$ cat config.mk
export PLATFORM = sky130hd
export DESIGN_NAME = flash_pwr_ctrl
export DESIGN_NICKNAME = d
export VERILOG_FILES = /design/src/rtl/flash_pwr_pkg.sv /design/src/rtl/flash_pwr_decode.sv /design/src/rtl/flash_pwr_select.sv /design/src/rtl/flash_pwr_fsm.sv /design/src/rtl/flash_pwr_ctrl.sv
export SDC_FILE = /design/constraint.sdc
export NUM_CORES = 1
export LEC_CHECK = 0
export ABC_AREA = 1
export BUFFER_PORTS_ARGS = -buffer_cell sky130_fd_sc_hd__clkbuf_2
export CORE_AREA = 2 2 39 41
export CTS_CLUSTER_DIAMETER = 100
export DETAILED_ROUTE_END_ITERATION = 6
export DIE_AREA = 0 0 41 43
export GPL_ROUTABILITY_DRIVEN = 0
export PLACE_DENSITY = 0.55
export SETUP_SLACK_MARGIN = 0.1
export SYNTH_ARGS = -nofsm -noshare
export SYNTH_HDL_FRONTEND = slang
export SYNTH_SLANG_ARGS = --single-unit
$ cat constraint.sdc
create_clock -name clk -period 1.8 [get_ports clk]
set_clock_uncertainty 0.15 [all_clocks]
set_input_delay 0.09 -clock clk [delete_from_list [all_inputs] [get_ports clk]]
set_output_delay 0.09 -clock clk [all_outputs]
set_load 0.02 [all_outputs]
$ cat src/rtl/flash_pwr_pkg.sv
package flash_pwr_pkg;

    localparam int OP_W    = 8;
    localparam int MODE_W  = 2;
    localparam int N_WROPS = 5;

    typedef enum logic [MODE_W-1:0] {
        PM_ACTIVE  = 2'b00,
        PM_STANDBY = 2'b01,
        PM_DEEP    = 2'b10
    } pm_mode_e;

    typedef struct packed {
        logic is_dpd;
        logic is_rel;
        logic is_write;
    } op_class_t;

    typedef logic [OP_W-1:0] op_t;

    localparam op_t WRITE_OPS [N_WROPS] = '{8'h06, 8'h02, 8'h0A, 8'hDB, 8'hD8};

    function automatic logic op_is_write(input op_t op);
        logic hit;
        hit = 1'b0;
        for (int i = 0; i < N_WROPS; i++) begin
            if (op == WRITE_OPS[i]) hit = 1'b1;
        end
        return hit;
    endfunction

endpackage

$ cat src/rtl/flash_pwr_decode.sv
module flash_pwr_decode
    import flash_pwr_pkg::*;
#(
    parameter op_t DPD_OP = 8'hB9,
    parameter op_t REL_OP = 8'hAB
) (
    input  pm_mode_e  cur_mode,
    input  logic      cs_n,
    input  logic      dev_rst_n,
    input  logic      instr_valid,
    input  op_t       instr_op,
    input  logic      engine_busy,
    output op_class_t cls,
    output logic      accept
);

    logic allowed;

    always_comb begin
        cls.is_dpd   = (instr_op == DPD_OP);
        cls.is_rel   = (instr_op == REL_OP);
        cls.is_write = op_is_write(instr_op);
    end

    always_comb begin
        if (cur_mode == PM_DEEP) begin
            allowed = cls.is_rel;
        end else begin
            allowed = !(cls.is_dpd && engine_busy) && !(cls.is_write && !dev_rst_n);
        end
        accept = instr_valid && !cs_n && allowed;
    end

endmodule

$ cat src/rtl/flash_pwr_select.sv
module flash_pwr_select
    import flash_pwr_pkg::*;
(
    input  logic      clk,
    input  logic      rst,
    input  logic      cs_n,
    input  logic      accept,
    input  op_class_t cls,
    output logic      cs_rise,
    output logic      pend_dpd,
    output logic      pend_rel
);

    logic cs_q;

    assign cs_rise = cs_n && !cs_q;

    always_ff @(posedge clk) begin
        if (rst) begin
            cs_q     <= cs_n;
            pend_dpd <= 1'b0;
            pend_rel <= 1'b0;
        end else begin
            cs_q <= cs_n;
            if (cs_n) begin
                pend_dpd <= 1'b0;
                pend_rel <= 1'b0;
            end else if (accept) begin
                pend_dpd <= cls.is_dpd;
                pend_rel <= cls.is_rel;
            end
        end
    end

endmodule

$ cat src/rtl/flash_pwr_fsm.sv
module flash_pwr_fsm
    import flash_pwr_pkg::*;
(
    input  logic     clk,
    input  logic     rst,
    input  logic     cs_n,
    input  logic     cs_rise,
    input  logic     pend_dpd,
    input  logic     pend_rel,
    input  logic     engine_busy,
    output pm_mode_e cur_mode
);

    pm_mode_e nxt_mode;
    pm_mode_e idle_mode;

    assign idle_mode = engine_busy ? PM_ACTIVE : PM_STANDBY;

    always_comb begin
        nxt_mode = cur_mode;
        unique case (cur_mode)
            PM_DEEP: begin
                if (cs_rise && pend_rel) nxt_mode = PM_STANDBY;
            end
            default: begin
                if (cs_rise && pend_dpd) nxt_mode = PM_DEEP;
                else if (!cs_n)          nxt_mode = PM_ACTIVE;
                else                     nxt_mode = idle_mode;
            end
        endcase
    end

    always_ff @(posedge clk) begin
        if (rst) begin
            cur_mode <= cs_n ? PM_STANDBY : PM_ACTIVE;
        end else begin
            cur_mode <= nxt_mode;
        end
    end

endmodule

$ cat src/rtl/flash_pwr_ctrl.sv
module flash_pwr_ctrl
    import flash_pwr_pkg::*;
#(
    parameter op_t DPD_OP = 8'hB9,
    parameter op_t REL_OP = 8'hAB
) (
    input  logic            clk,
    input  logic            rst,
    input  logic            cs_n,
    input  logic            dev_rst_n,
    input  logic            instr_valid,
    input  logic [OP_W-1:0] instr_op,
    input  logic            engine_busy,
    output logic [MODE_W-1:0] mode,
    output logic            instr_accept,
    output logic            write_protect
);

    pm_mode_e  cur_mode;
    op_class_t cls;
    logic      accept;
    logic      cs_rise;
    logic      pend_dpd;
    logic      pend_rel;

    flash_pwr_decode #(.DPD_OP(DPD_OP), .REL_OP(REL_OP)) u_decode (
        .cur_mode    (cur_mode),
        .cs_n        (cs_n),
        .dev_rst_n   (dev_rst_n),
        .instr_valid (instr_valid),
        .instr_op    (instr_op),
        .engine_busy (engine_busy),
        .cls         (cls),
        .accept      (accept)
    );

    flash_pwr_select u_select (
        .clk      (clk),
        .rst      (rst),
        .cs_n     (cs_n),
        .accept   (accept),
        .cls      (cls),
        .cs_rise  (cs_rise),
        .pend_dpd (pend_dpd),
        .pend_rel (pend_rel)
    );

    flash_pwr_fsm u_fsm (
        .clk         (clk),
        .rst         (rst),
        .cs_n        (cs_n),
        .cs_rise     (cs_rise),
        .pend_dpd    (pend_dpd),
        .pend_rel    (pend_rel),
        .engine_busy (engine_busy),
        .cur_mode    (cur_mode)
    );

    assign mode          = cur_mode;
    assign instr_accept  = accept;
    assign write_protect = !dev_rst_n;

endmodule

==> flow_results.xml, run 1 <==
<?xml version="1.0" encoding="UTF-8"?>
<metrics>
  <group name="timing">
    <metric name="actual_slew_at_the_worst_max_slew_pin" unit="ps">234</metric>
    <metric name="final_period_util" unit="%">87.6</metric>
    <metric name="finalSetupViolations" unit="">0</metric>
    <metric name="slew_viol_final" unit="">0</metric>
    <metric name="finalSetupTns" unit="ps">0</metric>
    <metric name="time_the_final_worst_path_needs_with_i_o_delays_and_setup" unit="ps">1580</metric>
    <metric name="unrepaired_setup_endpoints_after_global_routing" unit="">no</metric>
    <metric name="worst_slew_margin_rel" unit="%">84.2</metric>
    <metric name="finalHoldViolCount" unit="">0</metric>
    <metric name="max_freq" unit="MHz">635</metric>
  </group>
  <group name="routing">
    <metric name="vias" unit="">437</metric>
    <metric name="drtIter0Drc" unit="">1</metric>
    <metric name="post_drt_via_cell_ratio" unit="">4.08</metric>
    <metric name="route.detailed.wl_per_inst" unit="um">7.69</metric>
    <metric name="drt_pre_antenna_iters" unit="">2</metric>
    <metric name="antenna_violating_nets_post_route" unit="">0</metric>
    <metric name="drc_markers" unit="">0</metric>
    <metric name="finalWirelength" unit="um">823</metric>
  </group>
  <group name="logic_synthesis">
    <metric name="ys_types" unit="">12</metric>
    <metric name="postSynthCellCount" unit="">69</metric>
    <metric name="syn_nets" unit="">83</metric>
    <metric name="synth_sequential_area_ratio" unit="%">30.4</metric>
    <metric name="yosysWarnings" unit="">0</metric>
    <metric name="synthesis.area" unit="um^2">395</metric>
    <metric name="synth_seq_cells" unit="">5</metric>
    <metric name="postSynthAreaPerCell" unit="um^2">5.73</metric>
  </group>
  <group name="cts">
    <metric name="clock_h_tree_levels" unit="">1</metric>
    <metric name="clkTransAtPathRegs" unit="ps">50</metric>
    <metric name="clkLatencyLatePin" unit="ps">240</metric>
    <metric name="cts.path.max_buffers" unit="">2</metric>
    <metric name="postCtsSetupBuffers" unit="">0</metric>
    <metric name="numCtsBuffers" unit="">3</metric>
    <metric name="clkSinkCount" unit="">5</metric>
    <metric name="clock-root-buffer" unit="">clkbuf_4</metric>
    <metric name="tritoncts" unit="">done</metric>
  </group>
  <group name="floorplan">
    <metric name="placement_rows" unit="">14</metric>
    <metric name="pin_count" unit="">18</metric>
    <metric name="die_w" unit="um">41</metric>
    <metric name="dieArea" unit="um^2">1760</metric>
    <metric name="start_util" unit="%">28.6</metric>
    <metric name="die_y" unit="um">43</metric>
    <metric name="core_area" unit="um^2">1380</metric>
  </group>
  <group name="cells_and_area">
    <metric name="multi_input_comb_area" unit="um^2">223</metric>
    <metric name="synthToLayoutAreaGrowth" unit="%">37.7</metric>
    <metric name="final_layout_size_suffix_gt1_share" unit="%">30.8</metric>
    <metric name="layout.core_utilization" unit="%">39.3</metric>
    <metric name="nets" unit="">106</metric>
    <metric name="final_cell_mix" unit="">20 x nand2_1, 17 x clkbuf_2, 16 x inv_1, 13 x nor2_1, 5 x nand3_1</metric>
    <metric name="layout.area.seq" unit="um^2">120</metric>
    <metric name="layout_commonest_cell" unit="">nand2_1</metric>
    <metric name="fillers" unit="">151</metric>
    <metric name="antenna_cells" unit="">0</metric>
  </group>
  <group name="global_routing">
    <metric name="first_global_vias" unit="">351</metric>
    <metric name="globalRoute.totalOverflow" unit="">0</metric>
    <metric name="grt_antenna_before_repair" unit="">0</metric>
    <metric name="largest_net_degree_at_the_start_of_global_routing" unit="">7</metric>
    <metric name="global_routing_usage_summed_across_all_routing_layers" unit="%">11.2</metric>
    <metric name="grt_pass1_wl" unit="mm">1.28</metric>
  </group>
  <group name="run_status">
    <metric name="run_status" unit="">completed</metric>
  </group>
  <group name="power_and_ir_drop">
    <metric name="design_power_total" unit="mW">0.321</metric>
    <metric name="irDropWorstVdd" unit="V">0.000334</metric>
    <metric name="static-leakage-power" unit="nW">0.306</metric>
    <metric name="power-per-cell-area" unit="nW/um^2">589</metric>
  </group>
  <group name="hold_path">
    <metric name="min_from" unit="">rst</metric>
    <metric name="hold_path_endpoint" unit="">u_select.pend_dpd$_SDFFE_PP0P_</metric>
    <metric name="hold_path_depth" unit="">4</metric>
    <metric name="hold_wc_path_type" unit="">primary input to register</metric>
  </group>
  <group name="worst_setup_path">
    <metric name="startpoint_type" unit="">register</metric>
    <metric name="worst_ep_arrival_time" unit="ps">1340</metric>
    <metric name="worstReg2RegEnd" unit="">u_select.pend_rel$_SDFFE_PP0P_</metric>
    <metric name="worst_ep_required_time" unit="ps">1560</metric>
    <metric name="timing.reg2reg.worst_path_depth" unit="">10</metric>
    <metric name="critical_path_fanout_max" unit="">5</metric>
    <metric name="ff2ff_setup_slack" unit="ps">480</metric>
    <metric name="crit_path_end_kind" unit="">output pin</metric>
    <metric name="critical_path_class" unit="">register to output pin</metric>
    <metric name="critical_path.reg2reg.startpoint" unit="">u_fsm.cur_mode[0]$_DFFE_PP_</metric>
  </group>
  <group name="flow_run">
    <metric name="max-cap-violations" unit="">0</metric>
  </group>
  <group name="placement">
    <metric name="dp_hpwl" unit="um">680</metric>
    <metric name="number_of_buffers_added_on_ports" unit="">17</metric>
  </group>
</metrics>
-- layer usage --
layer | routed length [um] | share of wire, % | global-route usage, %
met1 | 410 | 50 | 12.7
met2 | 363 | 44 | 15.9
met3 | 39 | 4.7 | 1.57
met4 | 9 | 1.1 | 12.0
met5 | 0 | 0 | 0
-- sequential cells by signal (all words and copies together) (netlist names) --
name / cells
u_fsm.cur_mode: 2
u_select.cs_q: 1
u_select.pend_dpd: 1
u_select.pend_rel: 1
-- metrics by stage --
stage	setup WS (ps)	hold WS, ps	instance area [um^2]	instances
4_1_cts	133	5.13	537	107
3_3_place_gp	416	128	500	102
3_5_place_dp	413	128	500	102
2_1_floorplan	403	-32.3	395	69
5_1_grt	116	42.8	544	107
6_report	224	17.9	544	107
-- power by group --
group	switching [mW]	internal, mW	total [mW]
Clock	0.0491	0.0840	0.133
Combinational	0.0371	0.0258	0.0629
Sequential	0.00230	0.122	0.125
-- how the worst max path moves through the flow --
stage	startpoint	endpoint	slack, ps	cells past startpoint
after floorplan	u_fsm.cur_mode[0]$_DFFE_PP_	u_select.pend_dpd$_SDFFE_PP0P_	400	10
after global placement	u_fsm.cur_mode[0]$_DFFE_PP_	instr_accept	420	9
after detailed placement	u_fsm.cur_mode[0]$_DFFE_PP_	instr_accept	410	9
after CTS	u_fsm.cur_mode[0]$_DFFE_PP_	instr_accept	130	9
after global routing	u_fsm.cur_mode[0]$_DFFE_PP_	instr_accept	120	9
final	u_fsm.cur_mode[0]$_DFFE_PP_	instr_accept	220	9
-- critical path: stages (launching register included) --
cell and delay, ps:
edfxtp_1 420, nor2_4 150, inv_1 60, nand2_1 60, inv_1 30, nand2_1 50
nand2_1 50, nand2_2 90, inv_1 40, clkbuf_2 140
-- layout make-up --
class,count,share of cell area [%]
inverters,16,11.0
clock buffers,4,4.83
multi-input cells,48,40.9
flip-flops and latches,5,22.1
well taps,16,3.68
repair buffers,18,17.5
-- cell usage after synthesis --
cell type	instances	area (um^2)
nand2_1	20	75.1
inv_1	16	60.1
nor2_1	14	52.6
nand3_1	5	25.0
nor2_2	4	25.0
dfxtp_1	3	60.1
edfxtp_1	2	60.1
a31o_2	1	8.76
nand2_2	1	6.26
nand4_1	1	6.26
nor3_2	1	10.0
nor4_1	1	6.26
-- kinds of logic (layout without fill, tap and decap cells) --
kind of cell / Yosys count / in the layout / share of synthesized area (%)
compound gates: 1 / 1 / 2.22
buf+inv: 16 / 38 / 15.2
flops: 5 / 5 / 30.4
simple gates: 47 / 47 / 52.2
-- what timing repair did --
| item | 4_1_cts | 5_1_grt |
|---|---|---|
| setup endpoints to repair | 0 | 1 |
| hold buffers | 1 | 0 |
| gates resized for setup | 0 | 2 |
| hold endpoints to repair | 1 | 0 |
Note: power is estimated with default switching activity, not from simulation.
==> run 2: changes to the inputs <==
- PLACE_DENSITY: 0.55 -> 0.57
- clock period: 1.8 -> 1.4 ns (I/O delays scaled with it)
==> run 2 against run 1 <==
- the run now ends with setup timing left
- critical path depth stayed put
- worst hold slack better by 15 ps
- count of clock-buffer cells in the layout stayed put
- register-to-register slack worse by 550 ps
==> flow_results.xml, run 2 (synthesis gave the netlist of run 1 again) <==
<?xml version="1.0" encoding="UTF-8"?>
<metrics>
  <group name="cells_and_area">
    <metric name="synthToLayoutAreaGrowth" unit="%">51.3</metric>
    <metric name="layout.core_utilization" unit="%">43.2</metric>
    <metric name="final_cell_mix" unit="">18 x nand2_1, 16 x clkbuf_2, 14 x inv_1, 11 x nor2_1</metric>
    <metric name="nets" unit="">109</metric>
    <metric name="largest-register" unit="">u_fsm.cur_mode</metric>
    <metric name="finalNonFillerCells" unit="">110</metric>
    <metric name="multi_input_comb_area" unit="um^2">238</metric>
    <metric name="layout_commonest_cell" unit="">nand2_1</metric>
    <metric name="largest_register_ff_count" unit="">2</metric>
    <metric name="final_layout_size_suffix_gt1_share" unit="%">39.4</metric>
    <metric name="fillers" unit="">156</metric>
    <metric name="antenna_cells" unit="">0</metric>
    <metric name="layout.area.seq" unit="um^2">120</metric>
  </group>
  <group name="worst_setup_path">
    <metric name="timing.critical_path.slowest_stage_cell" unit="">edfxtp_1</metric>
    <metric name="critical_path.max_stage_delay" unit="ps">420</metric>
    <metric name="worst_ep_required_time" unit="ps">1180</metric>
    <metric name="crit_path_end_kind" unit="">output pin</metric>
    <metric name="path_cells" unit="">nor2_4 -&gt; inv_2 -&gt; nand2_2 -&gt; inv_1 -&gt; nand2_1 -&gt; nand2_1 -&gt; nand2_2 -&gt; inv_1 -&gt; clkbuf_8</metric>
    <metric name="worst_ep_arrival_time" unit="ps">1290</metric>
    <metric name="critical_path_fanout_max" unit="">3</metric>
    <metric name="critical_path_class" unit="">register to output pin</metric>
    <metric name="startpoint_type" unit="">register</metric>
  </group>
  <group name="floorplan">
    <metric name="die_y" unit="um">43</metric>
    <metric name="start_util" unit="%">28.6</metric>
    <metric name="core_area" unit="um^2">1380</metric>
    <metric name="dieArea" unit="um^2">1760</metric>
    <metric name="die_w" unit="um">41</metric>
    <metric name="placement_rows" unit="">14</metric>
    <metric name="pin_count" unit="">18</metric>
  </group>
  <group name="cts">
    <metric name="clock-root-buffer" unit="">clkbuf_4</metric>
    <metric name="cts.path.max_buffers" unit="">2</metric>
    <metric name="clock_h_tree_levels" unit="">1</metric>
    <metric name="clkTransAtPathRegs" unit="ps">50</metric>
    <metric name="clkLatencyLatePin" unit="ps">240</metric>
    <metric name="tritoncts" unit="">done</metric>
    <metric name="clkSinkCount" unit="">5</metric>
    <metric name="numCtsBuffers" unit="">3</metric>
  </group>
  <group name="placement">
    <metric name="number_of_buffers_added_on_ports" unit="">17</metric>
    <metric name="post-place-cells" unit="">102</metric>
    <metric name="dp_hpwl" unit="um">712</metric>
  </group>
  <group name="hold_path">
    <metric name="hold_wc_path_type" unit="">primary input to register</metric>
  </group>
  <group name="timing">
    <metric name="post-route-worst-setup-slack" unit="ps">-111</metric>
    <metric name="max_freq" unit="MHz">662</metric>
    <metric name="slew_viol_final" unit="">0</metric>
    <metric name="final_period_util" unit="%">108</metric>
    <metric name="finalSetupViolations" unit="">3</metric>
    <metric name="finalHoldViolCount" unit="">0</metric>
    <metric name="finalSetupTns" unit="ps">-259</metric>
    <metric name="worst_slew_margin_rel" unit="%">83.5</metric>
    <metric name="unrepaired_setup_endpoints_after_global_routing" unit="">yes</metric>
    <metric name="time_the_final_worst_path_needs_with_i_o_delays_and_setup" unit="ps">1510</metric>
    <metric name="actual_slew_at_the_worst_max_slew_pin" unit="ps">245</metric>
  </group>
  <group name="routing">
    <metric name="route.detailed.wl_per_inst" unit="um">8.32</metric>
    <metric name="drc_markers" unit="">0</metric>
    <metric name="finalWirelength" unit="um">915</metric>
    <metric name="post_drt_via_cell_ratio" unit="">4.28</metric>
    <metric name="vias" unit="">471</metric>
    <metric name="drt_pre_antenna_iters" unit="">3</metric>
    <metric name="antenna_violating_nets_post_route" unit="">0</metric>
    <metric name="drtIter0Drc" unit="">12</metric>
  </group>
  <group name="run_status">
    <metric name="run_status" unit="">finished, violations left</metric>
    <metric name="failed_checks" unit="">setup timing</metric>
  </group>
  <group name="global_routing">
    <metric name="global_routing_usage_summed_across_all_routing_layers" unit="%">13.2</metric>
    <metric name="largest_net_degree_at_the_start_of_global_routing" unit="">7</metric>
    <metric name="grt_antenna_before_repair" unit="">0</metric>
    <metric name="first_global_vias" unit="">414</metric>
    <metric name="grt_pass1_wl" unit="mm">1.56</metric>
    <metric name="globalRoute.totalOverflow" unit="">0</metric>
  </group>
  <group name="power_and_ir_drop">
    <metric name="power-per-cell-area" unit="nW/um^2">714</metric>
    <metric name="static-leakage-power" unit="nW">0.322</metric>
    <metric name="irDropWorstVdd" unit="V">0.000280</metric>
  </group>
  <group name="flow_run">
    <metric name="max-cap-violations" unit="">0</metric>
  </group>
</metrics>
==> run 2: cell types whose count changed in the layout (fill, tap and decap cells not counted) <==
cell	delta
nand2_1	-2
nand2_2	+2
nor2_1	-2
inv_2	+2
clkbuf_8	+1
inv_1	-2
buf_4	+1
clkbuf_2	-1
nor2_2	+1
buf_6	+2
nor2_4	+1
==> run 2: final cells by class <==
class,instances,share of cell area [%]
well taps,16,3.35
repair buffers,21,22.4
clock buffers,4,4.39
multi-input cells,48,39.7
inverters,16,10.0
flip-flops and latches,5,20.1
==> run 2: power breakdown <==
| part | total [mW] | leakage, nW | switching [mW] | internal [mW] |
|---|---|---|---|---|
| logic | 0.0927 | 0.259 | 0.0514 | 0.0413 |
| clock network | 0.174 | 0.0150 | 0.0658 | 0.108 |
| registers | 0.161 | 0.0481 | 0.00334 | 0.157 |
| total | 0.427 | 0.322 | 0.121 | 0.307 |
==> run 2: worst max-delay path: cells and delay by family (launching register included) <==
| family | cells | cell delay, ps |
|---|---|---|
| AND/OR/NAND/NOR | 5 | 350 |
| buffers and inverters | 4 | 270 |
| flip-flops | 1 | 420 |
==> run 2: final timing paths <==
kind | start | end | slack [ps] | cells past startpoint
setup reg to reg | u_fsm.cur_mode[1]$_SDFFCE_PP0P_ | u_select.pend_dpd$_SDFFE_PP0P_ | -70 | 12
setup / recovery | u_fsm.cur_mode[0]$_DFFE_PP_ | instr_accept | -110 | 9
hold reg to reg | u_select.pend_dpd$_SDFFE_PP0P_ | u_select.pend_dpd$_SDFFE_PP0P_ | 380 | 4
hold / removal | cs_n | u_select.pend_dpd$_SDFFE_PP0P_ | 30 | 4
==> run 2: metal layers <==
metal  share of wire [%]  wire, um  vias to the layer above  track usage (%)
met4                0.77         7                        0             10.0
met5                   0         0                        -                0
li1                    -         -                      255                -
met3                 4.4        40                        2             3.14
met1                  43       395                      203             15.7
met2                  52       472                       11             19.4
==> run 2: per-stage QoR <==
step	setup slack (ps)	hold slack [ps]	area [um^2]	power [mW]
3_3_place_gp	88.7	101	503	0.241
4_1_cts	-149	23.6	596	0.435
2_1_floorplan	38.6	-52.3	398	0.204
3_5_place_dp	99.1	103	503	0.242
6_report	-111	33.1	598	0.427
5_1_grt	-216	44.3	598	0.462
==> run 2: timing repair <==
item,in CTS,in global routing
pin swaps,3,4
endpoints found under the setup margin,3,6
buffers inserted,5,1
gates resized for setup,7,7
hold endpoints to repair,1,0
hold buffers,1,0
==> run 3: changes to the inputs <==
--- a/config.mk
+++ b/config.mk
@@ -14,2 +14,3 @@
 export GPL_ROUTABILITY_DRIVEN = 0
+export HOLD_SLACK_MARGIN = 0.12
 export PLACE_DENSITY = 0.57
==> constraint.sdc (replaced) <==
create_clock -name clk -period 1.4 [get_ports clk]
set_clock_uncertainty 0.15 [all_clocks]
set_input_delay 0.14 -clock clk [delete_from_list [all_inputs] [get_ports clk]]
set_output_delay 0.14 -clock clk [all_outputs]
set_load 0.02 [all_outputs]
==> run 3 against run 2 <==
- the flow still finishes with violations (setup timing)
- fmax decreased by 3.4%
- via count up 4.0%
- worst setup slack got worse by 53 ps
- critical path type unchanged
- worst hold slack better by 100 ps
- critical path depth down 2
==> flow_results.xml, run 3 (synthesis gave the netlist of run 1 again) <==
<?xml version="1.0" encoding="UTF-8"?>
<metrics>
  <group name="cells_and_area">
    <metric name="finalNonFillerCells" unit="">112</metric>
    <metric name="layout_commonest_cell" unit="">nand2_1</metric>
    <metric name="final_layout_size_suffix_gt1_share" unit="%">42.7</metric>
    <metric name="largest-register" unit="">u_fsm.cur_mode</metric>
    <metric name="nets" unit="">111</metric>
    <metric name="fillers" unit="">160</metric>
    <metric name="antenna_cells" unit="">0</metric>
    <metric name="final_cell_mix" unit="">17 x nand2_1, 16 x clkbuf_2, 13 x inv_1, 10 x nor2_1, 6 x nor2_2</metric>
    <metric name="synthToLayoutAreaGrowth" unit="%">56.3</metric>
    <metric name="post-route-cell-area" unit="um^2">618</metric>
    <metric name="largest_register_ff_count" unit="">2</metric>
  </group>
  <group name="cts">
    <metric name="numCtsBuffers" unit="">3</metric>
    <metric name="clkTransAtPathRegs" unit="ps">50</metric>
    <metric name="clock-root-buffer" unit="">clkbuf_4</metric>
    <metric name="tritoncts" unit="">done</metric>
    <metric name="clkSinkCount" unit="">5</metric>
    <metric name="cts.path.max_buffers" unit="">2</metric>
    <metric name="clkLatencyLatePin" unit="ps">240</metric>
    <metric name="clock_h_tree_levels" unit="">1</metric>
  </group>
  <group name="routing">
    <metric name="drtIter0Drc" unit="">13</metric>
    <metric name="drt_pre_antenna_iters" unit="">4</metric>
    <metric name="antenna_violating_nets_post_route" unit="">0</metric>
    <metric name="vias" unit="">490</metric>
    <metric name="finalWirelength" unit="mm">1.05</metric>
    <metric name="post_drt_via_cell_ratio" unit="">4.38</metric>
    <metric name="drc_markers" unit="">0</metric>
    <metric name="route.detailed.wl_per_inst" unit="um">9.40</metric>
  </group>
  <group name="worst_setup_path">
    <metric name="startpoint_type" unit="">register</metric>
    <metric name="critical_path.reg2reg.startpoint" unit="">u_fsm.cur_mode[0]$_DFFE_PP_</metric>
    <metric name="critical_path_fanout_max" unit="">3</metric>
    <metric name="crit_path_most_repeated_cell" unit="">nand2_1</metric>
    <metric name="ff2ff_setup_slack" unit="ps">-30</metric>
    <metric name="timing.reg2reg.worst_path_depth" unit="">9</metric>
    <metric name="worst_ep_arrival_time" unit="ps">1270</metric>
    <metric name="critical_path_class" unit="">register to output pin</metric>
    <metric name="crit_path_end_kind" unit="">output pin</metric>
    <metric name="worstReg2RegEnd" unit="">u_select.pend_dpd$_SDFFE_PP0P_</metric>
    <metric name="critical_path.max_stage_delay" unit="ps">420</metric>
    <metric name="worst_ep_required_time" unit="ps">1110</metric>
    <metric name="timing.critical_path.slowest_stage_cell" unit="">edfxtp_1</metric>
    <metric name="path_cells" unit="">nor2_4 -&gt; buf_4 -&gt; nand2_1 -&gt; nand2_1 -&gt; nand2_2 -&gt; inv_2 -&gt; buf_8</metric>
  </group>
  <group name="global_routing">
    <metric name="grt_antenna_before_repair" unit="">0</metric>
    <metric name="globalRoute.totalOverflow" unit="">0</metric>
    <metric name="largest_net_degree_at_the_start_of_global_routing" unit="">7</metric>
    <metric name="global_routing_usage_summed_across_all_routing_layers" unit="%">14.0</metric>
    <metric name="first_global_vias" unit="">432</metric>
    <metric name="grt_pass1_wl" unit="mm">1.63</metric>
  </group>
  <group name="run_status">
    <metric name="failed_checks" unit="">setup timing</metric>
    <metric name="run_status" unit="">finished, violations left</metric>
  </group>
  <group name="timing">
    <metric name="post-route-worst-setup-slack" unit="ps">-164</metric>
    <metric name="actual_slew_at_the_worst_max_slew_pin" unit="ps">368</metric>
    <metric name="finalHoldViolCount" unit="">0</metric>
    <metric name="slew_viol_final" unit="">0</metric>
    <metric name="max_freq" unit="MHz">639</metric>
    <metric name="finalSetupTns" unit="ps">-228</metric>
    <metric name="time_the_final_worst_path_needs_with_i_o_delays_and_setup" unit="ps">1560</metric>
    <metric name="final.hold.worst_slack" unit="ps">135</metric>
    <metric name="final_period_util" unit="%">112</metric>
    <metric name="worst_slew_margin_rel" unit="%">75.3</metric>
    <metric name="unrepaired_setup_endpoints_after_global_routing" unit="">yes</metric>
    <metric name="finalSetupViolations" unit="">3</metric>
  </group>
  <group name="power_and_ir_drop">
    <metric name="static-leakage-power" unit="nW">0.331</metric>
    <metric name="irDropWorstVdd" unit="V">0.000199</metric>
    <metric name="power-per-cell-area" unit="nW/um^2">688</metric>
  </group>
  <group name="flow_run">
    <metric name="max-cap-violations" unit="">0</metric>
  </group>
  <group name="placement">
    <metric name="number_of_buffers_added_on_ports" unit="">17</metric>
    <metric name="placed_cell_area" unit="um^2">503</metric>
    <metric name="post-place-cells" unit="">102</metric>
    <metric name="dp_hpwl" unit="um">751</metric>
  </group>
  <group name="floorplan">
    <metric name="start_util" unit="%">28.6</metric>
    <metric name="core_area" unit="um^2">1380</metric>
    <metric name="die_w" unit="um">41</metric>
    <metric name="die_y" unit="um">43</metric>
    <metric name="dieArea" unit="um^2">1760</metric>
    <metric name="pin_count" unit="">18</metric>
    <metric name="placement_rows" unit="">14</metric>
  </group>
  <group name="hold_path">
    <metric name="hold_path_depth" unit="">3</metric>
    <metric name="min_from" unit="">rst</metric>
    <metric name="hold_path_endpoint" unit="">u_fsm.cur_mode[1]$_SDFFCE_PP0P_</metric>
    <metric name="hold_wc_path_type" unit="">primary input to register</metric>
  </group>
</metrics>
## run 3: cell types whose count changed in the layout (fill, tap and decap cells not counted)
cell           previous run  this run
buf_4                     1         3
buf_6                     2         1
buf_8                     0         1
clkbuf_8                  1         0
dlygate4sd3_1             1         2
inv_1                    14        13
inv_2                     2         3
nand2_1                  18        17
nand2_2                   3         4
nor2_1                   11        10
nor2_2                    5         6
## run 3: what timing repair did
item | CTS | global route
gates resized for setup | 6 | 8
setup endpoints to repair | 3 | 6
buffers inserted | 3 | 2
pin swaps | 3 | 4
hold endpoints to repair | 3 | 0
hold buffers | 2 | 0
## run 3: per-stage QoR
step	total power, mW	utilization, %	setup slack [ps]
floorplan	0.205	-	27.5
global placement	0.242	36.3	40.3
detailed placement	0.242	36.3	21.8
CTS	0.428	42.9	-197
global route	0.453	44.7	-263
finish	0.426	44.7	-164
## run 3: cell type report
cell class	count	area, um^2	share of cell area, %
Inverter	16	60.1	9.72
Tap cell	16	20.0	3.24
Timing Repair Buffer	23	149	24.1
Sequential cell	5	120	19.4
Clock buffer	4	26.3	4.25
Multi-Input combinational cell	48	243	39.3
## run 3: worst max path at each step
| stage | depth (start not counted) | endpoint | slack, ps | startpoint |
|---|---|---|---|---|
| global route | 9 | instr_accept | -260 | u_fsm.cur_mode[0]$_DFFE_PP_ |
| detailed placement | 12 | instr_accept | 20 | instr_op[2] |
| floorplan | 11 | u_select.pend_dpd$_SDFFE_PP0P_ | 30 | u_fsm.cur_mode[1]$_SDFFCE_PP0P_ |
| global placement | 12 | instr_accept | 40 | instr_op[2] |
| finish | 7 | instr_accept | -160 | u_fsm.cur_mode[0]$_DFFE_PP_ |
| CTS | 9 | instr_accept | -200 | u_fsm.cur_mode[0]$_DFFE_PP_ |
## run 3: critical path, delay by kind of cell (launching register included)
| family | cells | cell delay [ps] |
|---|---|---|
| flops | 1 | 420 |
| simple gates | 4 | 320 |
| buf+inv | 3 | 290 |
## run 3: power by group
| part | internal [mW] | leakage, nW | switching (mW) |
|---|---|---|---|
| clock network | 0.108 | 0.0150 | 0.0608 |
| registers | 0.157 | 0.0481 | 0.00320 |
| logic | 0.0423 | 0.268 | 0.0539 |
| total | 0.308 | 0.331 | 0.118 |
## run 3: metal layers
layer / vias up / wire (um) / global-route usage, %
li1: 263 / - / -
met1: 208 / 381 / 13.8
met2: 17 / 592 / 23.8
met3: 2 / 68 / 1.57
met4: 0 / 10 / 12.0
met5: - / 0 / 0
